==> src/rtl/i2c_dst_pkg.sv <==
package i2c_dst_pkg;
  localparam int PTR_W      = 8;
  localparam int PAGE_BYTES = 16;
  localparam logic [3:0] TYPE_MEM     = 4'b1010;
  localparam logic [3:0] TYPE_MEM_ALT = 4'b1011;
  localparam logic [3:0] TYPE_CMD     = 4'b1001;

  typedef enum logic [3:0] {
    ST_IDLE, ST_ADDR, ST_ADDR_ACK, ST_PTR, ST_PTR_ACK,
    ST_WDATA, ST_WDATA_ACK, ST_RDATA, ST_RACK
  } state_e;

  typedef enum logic {SP_MEM, SP_CMD} space_e;
endpackage

==> src/rtl/i2c_dst_sync.sv <==
module i2c_dst_sync #(
  parameter int STAGES = 2
) (
  input  logic clk_i,
  input  logic rst_ni,
  input  logic scl_i,
  input  logic sda_i,
  output logic scl_o,
  output logic sda_o,
  output logic scl_rise_o,
  output logic scl_fall_o,
  output logic start_o,
  output logic stop_o
);
  logic [STAGES-1:0] scl_ff, sda_ff;
  logic scl_q, sda_q;

  always_ff @(posedge clk_i or negedge rst_ni) begin
    if (!rst_ni) begin
      scl_ff <= '1;
      sda_ff <= '1;
      scl_q  <= 1'b1;
      sda_q  <= 1'b1;
    end else begin
      scl_ff <= {scl_ff[STAGES-2:0], scl_i};
      sda_ff <= {sda_ff[STAGES-2:0], sda_i};
      scl_q  <= scl_ff[STAGES-1];
      sda_q  <= sda_ff[STAGES-1];
    end
  end

  assign scl_o      = scl_ff[STAGES-1];
  assign sda_o      = sda_ff[STAGES-1];
  assign scl_rise_o = scl_o & ~scl_q;
  assign scl_fall_o = ~scl_o & scl_q;
  assign start_o    = scl_o & scl_q & sda_q & ~sda_o;
  assign stop_o     = scl_o & scl_q & ~sda_q & sda_o;
endmodule

==> src/rtl/i2c_dst_mem.sv <==
module i2c_dst_mem import i2c_dst_pkg::*; #(
  parameter int MEM_AW = 6
) (
  input  logic                    clk_i,
  input  logic                    rst_ni,
  input  logic                    clr_i,
  input  logic                    stage_we_i,
  input  logic [3:0]              stage_idx_i,
  input  logic [7:0]              stage_data_i,
  input  logic [MEM_AW-5:0]       page_i,
  input  logic                    commit_i,
  input  logic [MEM_AW-1:0]       rd_addr_i,
  output logic [7:0]              rd_data_o,
  output logic [PAGE_BYTES-1:0]   be_o
);
  localparam int DEPTH = 1 << MEM_AW;

  logic [7:0]            mem_q   [DEPTH];
  logic [7:0]            stage_q [PAGE_BYTES];
  logic [PAGE_BYTES-1:0] be_q;
  logic [MEM_AW-5:0]     page_q;

  always_ff @(posedge clk_i or negedge rst_ni) begin
    if (!rst_ni) begin
      for (int i = 0; i < DEPTH; i++) mem_q[i] <= '0;
      for (int i = 0; i < PAGE_BYTES; i++) stage_q[i] <= '0;
      be_q   <= '0;
      page_q <= '0;
    end else if (commit_i) begin
      for (int i = 0; i < PAGE_BYTES; i++)
        if (be_q[i]) mem_q[{page_q, 4'(i)}] <= stage_q[i];
      be_q <= '0;
    end else if (clr_i) begin
      be_q <= '0;
    end else if (stage_we_i) begin
      stage_q[stage_idx_i] <= stage_data_i;
      be_q[stage_idx_i]    <= 1'b1;
      page_q               <= page_i;
    end
  end

  assign rd_data_o = mem_q[rd_addr_i];
  assign be_o      = be_q;
endmodule

==> src/rtl/i2c_dst_cmd.sv <==
module i2c_dst_cmd #(
  parameter int CMD_AW = 4
) (
  input  logic              clk_i,
  input  logic              rst_ni,
  input  logic              we_i,
  input  logic [CMD_AW-1:0] wr_addr_i,
  input  logic [7:0]        wr_data_i,
  input  logic [CMD_AW-1:0] rd_addr_i,
  output logic [7:0]        rd_data_o
);
  localparam int DEPTH = 1 << CMD_AW;
  logic [7:0] regs_q [DEPTH];

  always_ff @(posedge clk_i or negedge rst_ni) begin
    if (!rst_ni) begin
      for (int i = 0; i < DEPTH; i++) regs_q[i] <= '0;
    end else if (we_i) begin
      regs_q[wr_addr_i] <= wr_data_i;
    end
  end

  assign rd_data_o = regs_q[rd_addr_i];
endmodule

==> src/rtl/i2c_dual_space_target.sv <==
module i2c_dual_space_target import i2c_dst_pkg::*; #(
  parameter int MEM_AW      = 6,
  parameter int CMD_AW      = 4,
  parameter int SYNC_STAGES = 2
) (
  input  logic        clk_i,
  input  logic        rst_ni,
  input  logic        scl_i,
  input  logic        sda_i,
  output logic        sda_oe_o,
  input  logic        a2_i,
  input  logic        cfg_alt_type_i,
  input  logic [1:0]  cfg_ba_i,
  input  logic        cfg_a2_sel_i,
  input  logic        commit_busy_i,
  output logic        monitor_halt_o,
  output logic        commit_o,
  output logic [7:0]  commit_page_o,
  output logic [15:0] commit_be_o
);
  logic scl_s, sda_s, scl_rise, scl_fall, start_ev, stop_ev;

  state_e            state_q;
  space_e            space_q;
  logic [3:0]        cnt_q;
  logic [7:0]        sh_q;
  logic [PTR_W-1:0]  ptr_q, rd_ptr;
  logic              rw_q, oe_q, halt_q, rack_q;
  logic              commit_q;
  logic [7:0]        commit_page_q;
  logic [PAGE_BYTES-1:0] commit_be_q, stage_be;
  logic [7:0]        mem_rd, cmd_rd, rd_byte;
  logic [3:0]        mem_type;
  logic              ba_ok, match_mem, match_cmd, byte_done, wr_byte;
  logic              stage_we, cmd_we, commit_req, shifting;

  i2c_dst_sync #(.STAGES(SYNC_STAGES)) u_sync (
    .clk_i, .rst_ni, .scl_i, .sda_i,
    .scl_o(scl_s), .sda_o(sda_s), .scl_rise_o(scl_rise), .scl_fall_o(scl_fall),
    .start_o(start_ev), .stop_o(stop_ev)
  );

  assign mem_type  = cfg_alt_type_i ? TYPE_MEM_ALT : TYPE_MEM;
  assign ba_ok     = sh_q[3:1] == {cfg_a2_sel_i & a2_i, cfg_ba_i};
  assign match_mem = ba_ok && sh_q[7:4] == mem_type && !commit_busy_i;
  assign match_cmd = ba_ok && sh_q[7:4] == TYPE_CMD;
  assign byte_done = scl_fall && cnt_q == 4'd8;
  assign wr_byte   = state_q == ST_WDATA && byte_done;
  assign stage_we  = wr_byte && space_q == SP_MEM;
  assign cmd_we    = wr_byte && space_q == SP_CMD;
  assign rd_ptr    = (state_q == ST_RACK) ? ptr_q + PTR_W'(1) : ptr_q;
  assign rd_byte   = (space_q == SP_MEM) ? mem_rd : cmd_rd;
  assign commit_req = stop_ev && |stage_be;
  assign shifting  = state_q inside {ST_ADDR, ST_PTR, ST_WDATA};

  i2c_dst_mem #(.MEM_AW(MEM_AW)) u_mem (
    .clk_i, .rst_ni,
    .clr_i(start_ev), .stage_we_i(stage_we), .stage_idx_i(ptr_q[3:0]),
    .stage_data_i(sh_q), .page_i(ptr_q[MEM_AW-1:4]), .commit_i(commit_req),
    .rd_addr_i(rd_ptr[MEM_AW-1:0]), .rd_data_o(mem_rd), .be_o(stage_be)
  );

  i2c_dst_cmd #(.CMD_AW(CMD_AW)) u_cmd (
    .clk_i, .rst_ni,
    .we_i(cmd_we), .wr_addr_i(ptr_q[CMD_AW-1:0]), .wr_data_i(sh_q),
    .rd_addr_i(rd_ptr[CMD_AW-1:0]), .rd_data_o(cmd_rd)
  );

  always_ff @(posedge clk_i or negedge rst_ni) begin
    if (!rst_ni) begin
      state_q <= ST_IDLE;
      space_q <= SP_MEM;
      cnt_q   <= '0;
      sh_q    <= '0;
      ptr_q   <= '0;
      rw_q    <= 1'b0;
      oe_q    <= 1'b0;
      halt_q  <= 1'b0;
      rack_q  <= 1'b1;
    end else if (stop_ev) begin
      state_q <= ST_IDLE;
      oe_q    <= 1'b0;
      halt_q  <= 1'b0;
    end else if (start_ev) begin
      state_q <= ST_ADDR;
      cnt_q   <= '0;
      oe_q    <= 1'b0;
    end else if (scl_rise) begin
      if (shifting && cnt_q != 4'd8) begin
        sh_q  <= {sh_q[6:0], sda_s};
        cnt_q <= cnt_q + 4'd1;
      end
      if (state_q == ST_RACK) rack_q <= sda_s;
    end else if (scl_fall) begin
      unique case (state_q)
        ST_ADDR: if (byte_done) begin
          if (match_mem || match_cmd) begin
            state_q <= ST_ADDR_ACK;
            space_q <= match_cmd ? SP_CMD : SP_MEM;
            rw_q    <= sh_q[0];
            oe_q    <= 1'b1;
            halt_q  <= 1'b1;
          end else begin
            state_q <= ST_IDLE;
          end
        end
        ST_ADDR_ACK: begin
          cnt_q <= '0;
          if (rw_q) begin
            state_q <= ST_RDATA;
            sh_q    <= rd_byte;
            oe_q    <= ~rd_byte[7];
          end else begin
            state_q <= ST_PTR;
            oe_q    <= 1'b0;
          end
        end
        ST_PTR: if (byte_done) begin
          ptr_q   <= sh_q;
          oe_q    <= 1'b1;
          state_q <= ST_PTR_ACK;
        end
        ST_WDATA: if (byte_done) begin
          oe_q    <= 1'b1;
          state_q <= ST_WDATA_ACK;
          // memory pointer wraps inside its page
          ptr_q   <= (space_q == SP_MEM) ? {ptr_q[PTR_W-1:4], ptr_q[3:0] + 4'd1}
                                         : ptr_q + PTR_W'(1);
        end
        ST_PTR_ACK, ST_WDATA_ACK: begin
          oe_q    <= 1'b0;
          cnt_q   <= '0;
          state_q <= ST_WDATA;
        end
        ST_RDATA: begin
          if (cnt_q == 4'd7) begin
            oe_q    <= 1'b0;
            state_q <= ST_RACK;
          end else begin
            sh_q  <= {sh_q[6:0], 1'b0};
            oe_q  <= ~sh_q[6];
            cnt_q <= cnt_q + 4'd1;
          end
        end
        ST_RACK: begin
          if (!rack_q) begin
            ptr_q   <= rd_ptr;
            sh_q    <= rd_byte;
            oe_q    <= ~rd_byte[7];
            cnt_q   <= '0;
            state_q <= ST_RDATA;
          end else begin
            state_q <= ST_IDLE;
          end
        end
        default: ;
      endcase
    end
  end

  always_ff @(posedge clk_i or negedge rst_ni) begin
    if (!rst_ni) begin
      commit_q      <= 1'b0;
      commit_page_q <= '0;
      commit_be_q   <= '0;
    end else begin
      commit_q <= commit_req;
      if (commit_req) begin
        commit_page_q <= {ptr_q[PTR_W-1:4], 4'b0};
        commit_be_q   <= stage_be;
      end
    end
  end

  assign sda_oe_o       = oe_q;
  assign monitor_halt_o = halt_q;
  assign commit_o       = commit_q;
  assign commit_page_o  = commit_page_q;
  assign commit_be_o    = commit_be_q;
endmodule

==> config.mk <==
export PLATFORM = sky130hd
export DESIGN_NAME = i2c_dual_space_target
export DESIGN_NICKNAME = d
export VERILOG_FILES = /design/src/rtl/i2c_dst_pkg.sv /design/src/rtl/i2c_dst_sync.sv /design/src/rtl/i2c_dst_mem.sv /design/src/rtl/i2c_dst_cmd.sv /design/src/rtl/i2c_dual_space_target.sv
export SDC_FILE = /design/constraint.sdc
export NUM_CORES = 1
export LEC_CHECK = 0
export BUFFER_PORTS_ARGS = -buffer_cell sky130_fd_sc_hd__buf_2
export CAP_MARGIN = 25
export CORE_ASPECT_RATIO = 0.75
export CORE_MARGIN = 8
export CORE_UTILIZATION = 41
export DETAILED_ROUTE_END_ITERATION = 6
export PLACE_DENSITY = 0.67
export REMOVE_ABC_BUFFERS = 1
export SYNTH_ARGS = -nofsm -noshare
export SYNTH_HDL_FRONTEND = slang
export SYNTH_SLANG_ARGS = --single-unit
==> constraint.sdc <==
create_clock -name clk_i -period 9.7 [get_ports clk_i]
set_clock_uncertainty 0.2 [all_clocks]
set_input_delay 0 -clock clk_i [delete_from_list [all_inputs] [get_ports clk_i]]
set_output_delay 0 -clock clk_i [all_outputs]
set_load 0.05 [all_outputs]
==> results summary, run 1 <==
The final sum of negative setup slack came out at 0 ns. The clock latency on the worst-skew pair is approximately 0.67 ns. STA classifies the critical path startpoint as a flip-flop. The remaining antenna violation count after routing is 0.

The cell sitting at the root of the clock tree is a sky130_fd_sc_hd__clkbuf_16. In the layout the commonest cells are sky130_fd_sc_hd__dfrtp_1, sky130_fd_sc_hd__mux2_2, sky130_fd_sc_hd__nand2_1, sky130_fd_sc_hd__mux4_2, sky130_fd_sc_hd__nor2_1. The critical path start-end classification is reg2reg. The layout cell share with drive strength beyond 1 is 0.401. The met3 usage is 0.0840. The mean cell area of the mapped netlist came out at around 14 µm². The critical-path maximum fanout came out at 17. The final estimated routing congestion in global placement is 0.936.

The achievable clock frequency is about 190 MHz. The path class of the tightest hold or removal check is reg2reg. Setup violations remaining at the end of the flow were counted as 0. The total wire length after detailed routing is between 100000 and 150000 µm. The number of hold-repair buffers added at the cts stage came out at 14. The proportion of synthesized chip area in sequential cells came out at 0.552. The largest vdd supply drop came out at 0.187 mV. The number of search-and-repair iterations in the first detailed-routing pass is 5. The number of standard cells after synthesis is between 2000 and 3000. Dividing the detail-routed wire length by the instance count gives approximately 28 µm.

For this design the top-level I/O count stands at 37. The number of warnings printed during yosys synthesis is 0. After clock tree synthesis, the setup repair step added 0 buffers.

Power spread over the standard cell area amounts to 179 mW/mm². The proportion of register bits with asynchronous set or reset after synthesis is 1.00. The library cell used most frequently in the layout, excluding fill and tap cells, is sky130_fd_sc_hd__dfrtp_1. For the pin with the worst max-slew slack, the measured transition is around 1.2 ns. The max-cap violation count came out at 0. Entering global routing, the biggest net connects ~170 pins.

TritonCTS built the clock tree. The count of input and output buffers is 32. The core area came out at around 0.093 mm².

The met2 demand-to-capacity share in global routing came out at 0.303. The effective utilization at floorplan is 0.411. After synthesis, the netlist uses 76 different library cells.

The first global-routing pass estimated ~170000 µm of wire. In the routed layout, each cell is associated on average with a via count of roughly 6. The count of cells in the finished layout, fillers not included, comes to ~4100.

The register bit total from synthesis came out at ~840. The relative area change from synthesis to final layout is 11.7%. The number of placed instances, taps included, is just under 4000. In this run the tightest slew margin relative to its limit is 0.222. The number of hold-slack violations in the final timing report is 0. In the global route stage, overall resource usage came out at 0.220. The via count of the first global-routing pass came to ~25000. The clock drives 842 sinks. The die boundary height is approximately 280 µm. The DRC violation total after the first TritonRoute iteration came out at roughly 2700.

The CTS H-tree depth came out at 3. Post-CTS repair changed the size of 0 cells. The ratio of final minimum period to clock period is 0.544. The required time at the endpoint of the critical path came out at 10.02 ns. The layer flagged by global routing as most heavily used is met1.

Setup repair after global routing left no endpoint under its margin. The cell leakage power is roughly 20 nW. The total clock buffers created by CTS came out at between 80 and 90.

The initial antenna violation count is 1. The maximum buffer depth of the clock tree is 3. The total number of vias is around 25000. The worst setup path is captured at a flip-flop. The flow ran to the end, and the final reports show no timing, DRC or antenna violations. The number of enable flip-flop cells after synthesis came out at 0. The number of slew-limit violations in the final report is 0. The clock period could shrink to around 5.3 ns. The arrival time of data at the critical path endpoint is 5.60 ns. The count of standard-cell rows came out at 97. The cell area that synthesis handed to floorplanning was 0.0382 mm². Detailed placement ended at an HPWL of roughly 76000 µm. The most frequently used flop master after synthesis is sky130_fd_sc_hd__dfrtp_1. The area enclosed by the die boundary came out at a little over 0.1 mm². The remaining global-route overflow is 0. The net total in the final layout came out at approximately 2800. The number of remaining DRC errors is 0.

The met1 usage in global routing is 0.316. The horizontal extent of the die came out at 368 µm. The clock-pin slew reported for the worst setup and hold paths after clock tree synthesis is 0.06 ns.
worst max-delay path, stage by stage (launching register included):
cell and delay [ns]:
sky130_fd_sc_hd__dfrtp_1 0.46, sky130_fd_sc_hd__nor4_1 0.95, sky130_fd_sc_hd__nand4_1 0.59, sky130_fd_sc_hd__nand2_1 0.24
sky130_fd_sc_hd__inv_1 0.15, sky130_fd_sc_hd__a21oi_2 0.16, sky130_fd_sc_hd__buf_4 0.38, sky130_fd_sc_hd__and4b_1 0.46
sky130_fd_sc_hd__nand2_1 0.40, sky130_fd_sc_hd__nor2_2 0.74, sky130_fd_sc_hd__mux2_2 0.41
layout make-up:
class / instances / area, µm²
Multi-Input combinational cell: 1791 / 16500
Clock inverter: 31 / 339
Antenna cell: 1 / 2.50
Clock buffer: 113 / 2360
Sequential cell: 842 / 21100
Fill cell: 8222 / 50200
Timing Repair Buffer: 95 / 782
Inverter: 14 / 52.6
Tap cell: 1237 / 1550
per-layer routing:
metal / wire length (µm) / vias to the layer above
li1: - / 10300
met1: 50700 / 13100
met2: 47800 / 1167
met3: 13300 / 218
met4: 3810 / 2
met5: 159 / -
cell usage after synthesis (all sizes together), types with 21 or more instances:
library cell	instances	area [µm²]
a21oi	65	329
buf	62	334
clkbuf	91	342
dfrtp	835	20900
mux2	795	8950
mux2i	72	721
mux4	102	2300
nand2	269	1010
nand3	51	255
nor2	101	417
nor3	21	110
nor4	24	150
o21ai	44	231
o22ai	25	156
power by group:
group	total, mW	leakage [nW]	switching (mW)	internal (mW)
Combinational	0.746	7.20	0.570	0.176
Sequential	3.63	11.7	0.0870	3.54
Clock	3.24	1.34	1.40	1.84
final timing paths:
check / end / from / slack, ns / depth (start not counted)
worst max-delay path: u_mem.stage_q[92] / u_mem.be_o[1] / 4.43 / 10
worst min-delay path: u_sync.sda_ff[1] / u_sync.sda_ff[0] / 0.16 / 0
worst max register to register: u_mem.stage_q[92] / u_mem.be_o[1] / 4.43 / 10
worst min register to register: u_sync.sda_ff[1] / u_sync.sda_ff[0] / 0.16 / 0
max in group asynchronous: u_mem.mem_q[109] / rst_ni / 7.09 / 5
min in group asynchronous: u_sync.scl_ff[1] / rst_ni / 0.36 / 3
sequential cells by signal, indices dropped and copies added (netlist names), 4 cells and up:
signal / cells
u_mem.be_o: 16
ptr_q: 8
state_q: 4
commit_be_o: 16
u_mem.mem_q: 512
cnt_q: 4
sh_q: 8
commit_page_o: 4
u_mem.stage_q: 128
u_cmd.regs_q: 128
through the flow:
| step | total power, mW | util | area (µm²) | hold WS (ns) | worst slack, ns |
|---|---|---|---|---|---|
| after floorplan | 3.97 | - | 37500 | -0.496 | 0.972 |
| after global placement | 4.39 | 0.428 | 39700 | -0.0904 | 4.61 |
| after detailed placement | 4.40 | 0.428 | 39700 | -0.0910 | 4.59 |
| after CTS | 7.65 | 0.459 | 42600 | 0.165 | 4.57 |
| after global routing | 7.84 | 0.460 | 42700 | 0.169 | 4.18 |
| final | 7.62 | 0.460 | 42700 | 0.160 | 4.43 |
cell families (layout without fill, tap and decap cells):
group | count (synthesis) | count (layout) | synth area share
mux | 969 | 969 | 0.314
flops | 842 | 842 | 0.552
simple gates | 547 | 547 | 0.0654
compound gates | 247 | 247 | 0.0434
buf+inv | 167 | 253 | 0.0191
xor+xnor | 14 | 14 | 0.00341
fa+ha+maj | 10 | 10 | 0.00328
other cells | 1 | 5 | 0.0000982
(Power assumes the default switching activity.)
==> run 2: changes to the inputs <==
clock period = 4.9 ns   (was 9.7 ns; I/O delays follow)
==> run 2 against run 1 <==
  * Setup slack got worse by 3.8 ns
  * Global-route usage grew 0.11 points
  * Fmax increased by 24%
  * Hold slack got worse by 0.11 ns
==> results summary, run 2 (same netlist as run 1, synthesis figures left out) <==
The run finished with clean final reports. At the end of routability-driven placement, the weighted congestion stood at between 0.9 and 1. Once layout is complete, the utilization of the core stands at 0.465. Summed over all nets, the half-perimeter wirelength after detailed placement is a little under 80000 µm. In this run the tightest slew margin relative to its limit is 0.314. The final-layout worst hold slack is 0.0480 ns. The count of standard-cell rows is 97. Traced cell by cell, the critical path runs through or4b_1, o21ai_4, and2_1, buf_4, a311oi_1, a32oi_1, o21ai_0, o311ai_0, o31ai_1. The critical path start-end classification is reg2reg. The slowest stage of the critical path belongs to the cell sky130_fd_sc_hd__and2_1. The horizontal extent of the die came out at 368 µm. At the pin with the least slew margin, the transition time is 1.02 ns.

The total number of vias is around 25000. The initial antenna violation count came out at 3. The critical-path maximum fanout is 16.

STA classifies the critical path startpoint as a flip-flop. The tightest min-delay check is of the in2reg type. The final number of setup-violating endpoints came out at 0.

The CTS H-tree depth came out at 3. The clock sink count is between 800 and 900. Entering global routing, the biggest net connects 166 pins. The required time at the endpoint of the critical path came out at 5.24 ns. In this run the critical register-to-register path is captured at sh_q[0].

Using the TritonRoute via totals, the vias-per-cell ratio works out to about 6. During placement, the flow inserted port buffers numbering 32. The number of hold-slack violations in the final timing report is 0. The count of cells along the worst hold path came out at 8. The relative area change from synthesis to final layout is 13.0%.

The flip-flop count of the largest register after layout came out at about 500. Setup repair after global routing left no endpoint under its margin. After detailed routing, the average wire length per cell comes to 27.7 µm.

For flop-to-flop paths, the worst setup slack is approximately 0.65 ns. The ratio of final minimum period to clock period is 0.867. The first-pass GRT wire length came out at 172000 µm.

The max-cap violation count is 0. The power density relative to cell area came out at 354 mW/mm². The largest registers in the layout are u_mem.mem_q: 512 flops, u_cmd.regs_q: 128 flops, u_mem.stage_q: 128 flops. In the final layout, the share of cells above drive strength 1 is 0.410. The most frequent standard cell in the layout excluding fill and tap cells is sky130_fd_sc_hd__dfrtp_1. The final standard cell area without fillers is between 0.04 and 0.05 mm². The achievable clock frequency is between 200 and 250 MHz. The later pin in the worst-skew pair is clocked with a latency of between 0.6 and 0.7 ns. For this run, the detailed router's first-pass iteration total came to 6. The DRC violation total after the first TritonRoute iteration is roughly 3100. For this configuration, the core starts out at a cell density of 0.411. The number of slew-limit violations in the final report is 0. At the end of the flow, the number of nets in the layout was 2896. Across every metal layer, demand over resource in global routing totals 0.221. The time the worst path needs with I/O delays and setup came out at 4.25 ns.

The launch point of the worst path is state_q[3]. The number of remaining DRC errors is 0. The die boundary height came out at 280 µm. The total placed instance area came out at 0.0402 mm². The cell leakage power came out at ~21 nW.

The largest vdd supply drop is about 0.35 mV. Following the worst setup path forward leads to its endpoint at sh_q[0]. The boundary pin count came out at 37. The remaining antenna violation count after routing came out at 0. The library cells used most frequently in the layout, excluding fill and tap cells, are sky130_fd_sc_hd__dfrtp_1, sky130_fd_sc_hd__mux2_2, sky130_fd_sc_hd__nand2_1, sky130_fd_sc_hd__mux4_2, sky130_fd_sc_hd__buf_4. The worst register-to-register path begins at state_q[3].

STA classifies the critical path endpoint as a flip-flop. The largest single stage delay on the critical path is between 0.7 and 0.8 ns. Summed over all layers, the routed wires come to around 120000 µm. For the worst flop-to-flop path, the logic depth is 9. The maximum buffer depth of the clock tree is 3. In this run the clock root is driven by a sky130_fd_sc_hd__clkbuf_16. The area enclosed by the die boundary is just over 0.1 mm².

The via count of the first global-routing pass is between 20000 and 25000. The total area inside the core boundary comes to ~0.093 mm². After clock tree synthesis, the clock-pin slew on the worst setup and hold paths is around 0.070 ns. The post-layout total power came out at about 15 mW. After global routing the overflow that remains totals 0.

The arrival time of data at the critical path endpoint is between 4 and 5 ns. The total clock buffers created by CTS came out at approximately 80. TritonCTS built the clock tree. More flip-flops sit in one register than any other, and that register is u_mem.mem_q.
==> run 2: worst min path at each step <==
stage | from | end | slack, ns
after global routing | cfg_alt_type_i | state_q[1] | 0.11
after CTS | cfg_ba_i[1] | state_q[1] | 0.04
after floorplan | rst_ni | cnt_q[0] | -0.50
after global placement | rst_ni | u_mem.mem_q[177] | -0.12
after detailed placement | rst_ni | u_mem.mem_q[177] | -0.12
final | cfg_alt_type_i | state_q[1] | 0.05
==> run 2: report_power, final <==
part           total, mW  leakage, nW  switching [mW]  internal, mW
Clock               6.57         1.34            2.79          3.78
Sequential          7.15         11.7           0.136          7.01
Combinational       1.54         7.47            1.19         0.350
Total               15.3         20.5            4.11          11.1
==> run 2: what timing repair did <==
item	4_1_cts	5_1_grt
endpoints found under the hold margin	674	0
resized for setup	0	0
setup buffers	0	0
hold buffers	12	0
==> run 2: layout make-up <==
class | instances | area [µm²]
Fill cell | 8303 | 49700
Sequential cell | 842 | 21100
Multi-Input combinational cell | 1791 | 16500
Clock buffer | 117 | 2350
Tap cell | 1237 | 1550
Timing Repair Buffer | 146 | 1210
Clock inverter | 30 | 413
Inverter | 14 | 52.6
Antenna cell | 2 | 5.00
==> run 2: routing by layer <==
metal	routed length (µm)	up-vias	global-route usage
li1	-	10400	-
met1	52700	13200	0.330
met2	47300	1123	0.303
met3	12200	227	0.0730
met4	3470	6	0.0643
met5	128	-	0
==> run 2: metrics by stage <==
stage | std cells | setup TNS, ns | setup WS [ns]
after CTS | 4176 | 0 | 0.774
after floorplan | 2647 | -31.67 | -3.83
after global placement | 4016 | 0 | 0.673
final | 4179 | 0 | 0.650
after detailed placement | 4017 | 0 | 0.764
after global routing | 4177 | 0 | 0.458
==> run 2: worst max-delay path, delay by kind of cell (launching register included) <==
family,cells,cell delay [ns]
AND/OR/NAND/NOR,2,1.44
flip-flops,1,0.65
buffers and inverters,1,0.35
AO/OA/AOI/OAI,6,1.49
